### src/rtl/ycc422_pkg.sv
package ycc422_pkg;
    localparam int SAMPLE_W = 12;
    localparam int CH_W     = 8;
    localparam int LOW_W    = SAMPLE_W - CH_W;
    localparam int N_CH     = 3;
    localparam int WORD_W   = N_CH * CH_W;
    localparam int N_SAMP   = 4;

    typedef logic [SAMPLE_W-1:0] sample_t;

    typedef enum logic [1:0] {
        DEPTH_8   = 2'd0,
        DEPTH_10  = 2'd1,
        DEPTH_12  = 2'd2,
        DEPTH_12B = 2'd3
    } depth_e;

    typedef enum logic {
        PH_FIRST  = 1'b0,
        PH_SECOND = 1'b1
    } phase_e;

    typedef struct packed {
        logic [CH_W-1:0] ch2;
        logic [CH_W-1:0] ch1;
        logic [CH_W-1:0] ch0;
    } word_t;

    // Left-justify a right-aligned sample of the selected width.
    function automatic sample_t justify(input sample_t raw, input depth_e d);
        case (d)
            DEPTH_8:  return raw << (SAMPLE_W - 8);
            DEPTH_10: return raw << (SAMPLE_W - 10);
            default:  return raw;
        endcase
    endfunction
endpackage

### src/rtl/ycc422_justify.sv
module ycc422_justify
    import ycc422_pkg::*;
(
    input  sample_t raw,
    input  depth_e  depth,
    output sample_t padded
);
    assign padded = justify(raw, depth);
endmodule

### src/rtl/ycc422_chan_map.sv
module ycc422_chan_map
    import ycc422_pkg::*;
(
    input  sample_t luma,
    input  sample_t chroma,
    output word_t   word
);
    always_comb begin
        word.ch2 = chroma[SAMPLE_W-1 -: CH_W];
        word.ch1 = luma[SAMPLE_W-1 -: CH_W];
        word.ch0 = {chroma[LOW_W-1:0], luma[LOW_W-1:0]};
    end
endmodule

### src/rtl/ycc422_link_packer.sv
module ycc422_link_packer
    import ycc422_pkg::*;
(
    input  logic                clk,
    input  logic                rst,
    input  logic                in_valid,
    output logic                in_ready,
    input  logic                in_sol,
    input  logic                in_single,
    input  logic [1:0]          in_depth,
    input  logic [SAMPLE_W-1:0] in_y0,
    input  logic [SAMPLE_W-1:0] in_y1,
    input  logic [SAMPLE_W-1:0] in_cb,
    input  logic [SAMPLE_W-1:0] in_cr,
    output logic                out_valid,
    output logic                out_phase,
    output logic                out_sol,
    output logic [WORD_W-1:0]   out_data,
    output logic                err_odd
);
    localparam int IDX_Y0 = 0;
    localparam int IDX_Y1 = 1;
    localparam int IDX_CB = 2;
    localparam int IDX_CR = 3;

    phase_e  phase_q;
    sample_t raw   [N_SAMP];
    sample_t pad   [N_SAMP];
    sample_t hold_y1_q;
    sample_t hold_cr_q;
    word_t   word_first;
    word_t   word_second;
    word_t   word_q;
    logic    accept;
    depth_e  depth_in;

    assign depth_in    = depth_e'(in_depth);
    assign raw[IDX_Y0] = in_y0;
    assign raw[IDX_Y1] = in_y1;
    assign raw[IDX_CB] = in_cb;
    assign raw[IDX_CR] = in_cr;

    generate
        for (genvar g = 0; g < N_SAMP; g++) begin : g_pad
            ycc422_justify u_just (
                .raw    (raw[g]),
                .depth  (depth_in),
                .padded (pad[g])
            );
        end
    endgenerate

    ycc422_chan_map u_map_first (
        .luma   (pad[IDX_Y0]),
        .chroma (pad[IDX_CB]),
        .word   (word_first)
    );

    ycc422_chan_map u_map_second (
        .luma   (hold_y1_q),
        .chroma (hold_cr_q),
        .word   (word_second)
    );

    assign in_ready = (phase_q == PH_FIRST);
    assign accept   = in_valid && in_ready;

    always_ff @(posedge clk) begin
        if (rst) begin
            phase_q   <= PH_FIRST;
            out_valid <= 1'b0;
            out_phase <= 1'b0;
            out_sol   <= 1'b0;
            word_q    <= '0;
            hold_y1_q <= '0;
            hold_cr_q <= '0;
            err_odd   <= 1'b0;
        end else if (accept) begin
            phase_q   <= PH_SECOND;
            out_valid <= 1'b1;
            out_phase <= 1'b0;
            out_sol   <= in_sol;
            word_q    <= word_first;
            hold_y1_q <= in_single ? '0 : pad[IDX_Y1];
            hold_cr_q <= pad[IDX_CR];
            if (in_single) begin
                err_odd <= 1'b1;
            end
        end else if (phase_q == PH_SECOND) begin
            phase_q   <= PH_FIRST;
            out_valid <= 1'b1;
            out_phase <= 1'b1;
            out_sol   <= 1'b0;
            word_q    <= word_second;
        end else begin
            out_valid <= 1'b0;
            out_sol   <= 1'b0;
        end
    end

    assign out_data = word_q;
endmodule

### config.mk
export PLATFORM = sky130hd
export DESIGN_NAME = ycc422_link_packer
export DESIGN_NICKNAME = d
export VERILOG_FILES = /design/src/rtl/ycc422_pkg.sv /design/src/rtl/ycc422_justify.sv /design/src/rtl/ycc422_chan_map.sv /design/src/rtl/ycc422_link_packer.sv
export SDC_FILE = /design/constraint.sdc
export NUM_CORES = 1
export LEC_CHECK = 0
export ABC_AREA = 1
export BUFFER_PORTS_ARGS = -buffer_cell sky130_fd_sc_hd__buf_2
export CAP_MARGIN = 30
export CORE_ASPECT_RATIO = 0.7
export CORE_UTILIZATION = 54
export CTS_BUF_LIST = sky130_fd_sc_hd__clkbuf_8 sky130_fd_sc_hd__clkbuf_16
export DETAILED_ROUTE_END_ITERATION = 10
export HOLD_SLACK_MARGIN = 0.06
export PLACE_DENSITY = 0.81
export SETUP_SLACK_MARGIN = 0.5
export SYNTH_ARGS = -nofsm -noshare
export SYNTH_HDL_FRONTEND = slang
export SYNTH_HIERARCHICAL = 1
export SYNTH_SLANG_ARGS = --single-unit
### constraint.sdc
create_clock -name clk -period 1.3 [get_ports clk]
set_input_delay 0.26 -clock clk [delete_from_list [all_inputs] [get_ports clk]]
set_output_delay 0.26 -clock clk [all_outputs]
set_load 0.02 [all_outputs]
# Word-level counts from Yosys, hierarchy flattened
# Cells that the tools add are included.
# word_totals
ff_bits	53
inputBits	55
out_inout_bits	29
word_cells	29
# classes
n_eq_ne	1
n_mux	10
bitwise_logic	2
reduce_logical	6
# op_table
cell	n
case mux 12 bit (2 select lines)	4
2-to-1 mux 24 bit	2
2-to-1 mux 12 bit	1
OR reduction 2 bit	2
2-to-1 mux 1 bit	3
equality test 2 x 1 -> 1 bit (second input constant)	1
zero test 2 bit	1
inverter 1 bit	2
AND reduction 2 bit	1
nonzero test 2 bit	1
logical AND 1 bit	1

# Depth between registers and ports, before layout
# logic_depth
word_depth	4
ltp_mapped	8
mapped_depth_nobuf	7

# Hierarchy
# The synthesis kept the hierarchy.
# by_module_without_submodules
mod	instances	cells_per_inst	area_each_um2	seq_area_each_um2
ycc422_link_packer	1	302	2163.3	1061.0
ycc422_justify	4	46	214.0	0.0
ycc422_chan_map	2	24	180.2	0.0

# Worst setup path after synthesis
# OpenSTA, ideal clock, no wires.
# synth_path
path_type	register -> register
from	reg phase_q
to	reg word_q (netlist bit out_data[13])
setup_time_ns	0.056
arrival_ns	0.981
required_ns	1.244
slack_ns	0.263
stages_incl_launch_ff	8
n_path_buf	2
period_less_slack_ns	1.037
path_cell_list	dfxtp_1 > buf_6 > inv_4 > buf_2 > nand3_1 > nand3_1 > nand2_1 > inv_1
# synth_between
elab_chain_len	3
word_cells_on_any_way	4
classes_between	mux (1); bitwise (1); reduce/logical (2)
# synth_lines
item	line_no	source
from (decl)	ycc422_link_packer.sv:26	phase_e phase_q;
from (signal assigned)	ycc422_link_packer.sv:70	phase_q <= PH_FIRST;
from (signal assigned)	ycc422_link_packer.sv:79	phase_q <= PH_SECOND;
from (signal assigned)	ycc422_link_packer.sv:90	phase_q <= PH_FIRST;
inverter 1 bit (*)	ycc422_link_packer.sv:65	assign in_ready = (phase_q == PH_FIRST);
net in_ready	ycc422_link_packer.sv:7	output logic in_ready,
logical AND 1 bit (*)	ycc422_link_packer.sv:66	assign accept = in_valid && in_ready;
2-to-1 mux 24 bit or nonzero test 2 bit (tied branches)	-	
to (signal assigned)	ycc422_link_packer.sv:83	word_q <= word_first;
to (signal assigned)	ycc422_link_packer.sv:94	word_q <= word_second;
to (decl)	ycc422_link_packer.sv:33	word_t word_q;
# The timed path passes the listed nets; every way through them passes the cells marked *.
# A chain may end at the register's enable or synchronous reset.

# Final worst setup path
# layout_path
from	reg phase_q
to	reg hold_y1_q[8]
# layout_between
elab_chain_len	2
# layout_lines
item	line_no	source
inverter 1 bit	ycc422_link_packer.sv:65	
logical AND 1 bit	ycc422_link_packer.sv:66	
to (signal assigned)	ycc422_link_packer.sv:84	hold_y1_q <= in_single ? '0 : pad[IDX_Y1];
to (decl)	ycc422_link_packer.sv:29	sample_t hold_y1_q;
# Every way passes these cells.

==> metrics.md <==
| Metric | Value |
|---|---|
| Status | finished, final reports clean |
| WS Path Type | flip-flop to flip-flop |
| DRT Pass-1 Iters | 5 |
| Crit path required time | 1550 ps |
| Crit path largest cell delay | 380 ps |
| N_diodes | 0 |
| Register area | 1100 sq um |
| Total power | 0.003964 W |
| Max_cap viols | 0 |
| Detailed-routed wire length on met3 | 1071 um |
| Tcrit/Tclk final | 98.48% |
| Yosys reg bits | 53 |
| # fillers | 412 |
| Final WL | 10,550 um |
| CP top delay family | buffers and inverters |
| Largest net degree at the start of global routing | 27 |
| CTS Sinks | 53 |
| Area of the multi-input gates | 1881 sq um |
| CTS tree | done |
| Final Skew | 15.93 ps |
| Static leakage | 2.365 nW |
| Die ar. | 6584 sq um |
| Fin. Hold Viols | 0 |
| Main combinational cell family by area after synthesis | simple AND/OR/NAND/NOR gates |
| Clock Tree Root | clkbuf_8 |
| Sequential cell area fraction in the yosys report | 31.40% |
| Vias | 3,725 |
| Mapped Area | 3379 sq um |
| Core Area | 5871 sq um |
| Peak VDD IR | 0.0004299 V |
| Area share of the largest cell type after synthesis | 31.40% |
| Post-synthesis adder-cell area fraction | 0% |
| CP startpoint kind | flip-flop |
| Worst-skew pair later-pin latency | 320 ps |
| Port bufs | 83 |
| Util after Layout | 75.60% |
| Most common cell in the netlist | nand2_1 |
| Hold WS | 215.8 ps |
| Critical path's slowest cell | dfxtp_4 |
| Vias in the first global route | 3,390 |
| Area Overhead vs Synth | 31.32% |
| Initial Utilization | 57.57% |
| Syn Nets | 589 |
| CP Buf/Inv Count | 4 |
| Synth cell count leaders | nand2_1 (222), nand3_1 (132), buf_4 (56) |
| Synth area leaders | dfxtp_1 (31%), nand2_1 (25%), nand3_1 (20%) |
| Main flop type after synthesis | dfxtp_1 |
| Longest Clk Path Bufs | 2 |
| Worst EP arrival | 1530 ps |
| Inst Count DP | 638 |
| Distinct cells, synth | 16 |
| Total grt overflow | 0 |
| Die width | 96.56 um |
| Vias/cell | 5.576 |
| WL/cell | 15.80 um |
| CTS HTree Levels | 2 |
| Worst-path fanout max | 7 |
| DR iter-0 viols | 259 |
| Mapped Cells | 534 |
| Final setup viols | 0 |
| Slew Limit Fails | 0 |
| Worst-path clk slew | 100 ps |
| Unrepaired setup endpoints after global routing | true |
| Met2 wire length | 4731 um |
| Top Layer Used | met4 |
| Pwr Density | 893.2 nW/um^2 |
| Layout Cells excl Fill | 668 |
| Most frequent CP cell | buf_12 |
| Cell row count | 23 |
| DRC viols | 0 |
| Hold-fix buffers at CTS | 0 |
| First-pass GRT wire length | 16,420 um |
| Crit path time final | 1280 ps |
| Total track usage | 33.32% |
| Yosys top cell by area | dfxtp_1 |
| Antenna Violating Nets Remaining | 0 |
| Wl on met1 | 4598 um |
| Post-synthesis simple-gate area fraction | 47.61% |
| Ratio of cells with drive above 1 in the final layout | 38.45% |
| CP endpoint kind | flip-flop |
| Detail Placement HPWL | 6202 um |
| Synth warn | 6 |
| Nets | 647 |
| Peak Freq | 0.7811 GHz |
| Synth Area per Inst | 6.329 sq um |
| Synth Area in XOR/XNOR | 0% |
| HP Class | input port to flip-flop |
| Tightest Pin Transition | 680.5 ps |
| Crit-path cells | inv_8, buf_12, nand2_8, nor2_4, buf_6, buf_12, nand3_2, nand2_1 |
| Initial antenna violation count | 0 |
| Mux share of post-synthesis cell area | 0% |
| Ys async rst share | 0% |
| CTS buffer count | 5 |
| Die Y | 68.19 um |
| Rel. slew slack | 54.58% |
| Final Wtd Congestion | 0.8820 |
| Post-synth EDFFs | 0 |
| IO Count | 84 |
| Compound-Gate Fraction of Synth Area | 0.1481% |
[worst paths after layout]
path	slack [ps]	depth (start not counted)	end	from
setup reg to reg	20	8	hold_y1_q[8]$_SDFFE_PP0P_	phase_q$_SDFF_PP0_
setup / recovery	20	8	hold_y1_q[8]$_SDFFE_PP0P_	phase_q$_SDFF_PP0_
hold reg to reg	460	2	hold_y1_q[4]$_SDFFE_PP0P_	hold_y1_q[4]$_SDFFE_PP0P_
hold / removal	220	3	out_sol$_SDFF_PP0_	in_sol
[through the flow]
step                setup TNS, ps  area, sq um  setup slack (ps)
floorplan                       0         3492             296.7
global placement                0         3586             33.51
detailed placement              0         3586             7.299
CTS                             0         4280             68.26
global route               -211.5         4438            -39.12
finish                          0         4438             19.82
[power by group]
| part | switching [W] | internal, W | total, W |
|---|---|---|---|
| logic | 0.000634 | 0.000488 | 0.00112 |
| registers | 0.0000696 | 0.00172 | 0.00179 |
| clock network | 0.000567 | 0.000483 | 0.00105 |
[sequential cells by signal, summed over array words and instances, names as in the netlist]
name / cells
hold_y1_q: 12
hold_cr_q: 12
out_phase: 1
phase_q: 1
err_odd: 1
out_sol: 1
out_valid: 1
out_data: 24
[logic make-up (layout without fill, tap and decap cells)]
family | after synthesis | count (layout)
simple gates | 366 | 368
buf+inv | 114 | 171
flops | 53 | 53
compound gates | 1 | 1
[cell type report]
| cell class | count | area share [%] |
|---|---|---|
| Sequential cell | 53 | 24.78 |
| Inverter | 41 | 3.919 |
| Timing Repair Buffer | 122 | 24.53 |
| Clock buffer | 7 | 2.171 |
| Multi-Input combinational cell | 369 | 42.37 |
| Tap cell | 75 | 2.114 |
| Clock inverter | 1 | 0.1128 |
[per-layer routing]
layer	vias to the layer above	GRT usage, %
met5	-	0
met2	234	51.58
met4	0	11.58
met3	14	6.778
li1	1759	-
met1	1718	46.22
[layout by cell type, fill, tap and decap left out, types with 3 or more instances in the layout]
cell,instances
inv_2,6
nand2_4,4
dfxtp_2,28
nand2_1,197
buf_16,4
clkbuf_8,7
nor2_4,8
buf_2,54
nand3_4,3
nor2_1,3
inv_1,33
buf_12,5
buf_4,16
nand3_1,106
nand2_2,21
buf_6,42
dfxtp_1,24
nand3_2,23
[timing repair]
item / CTS / global route
setup endpoints to repair: 82 / 82
gates resized for setup: 131 / 32
setup buffers: 12 / 3
gates cloned: 7 / 0
pin swaps: 15 / 14
[worst reg2reg max path: stages (launching register included)]
cell	delay [ps]
dfxtp_4	380
inv_8	60
buf_12	100
nand2_8	50
nor2_4	190
buf_6	140
buf_12	120
nand3_2	70
nand2_1	110
Power figures use the tool's default switching activity.
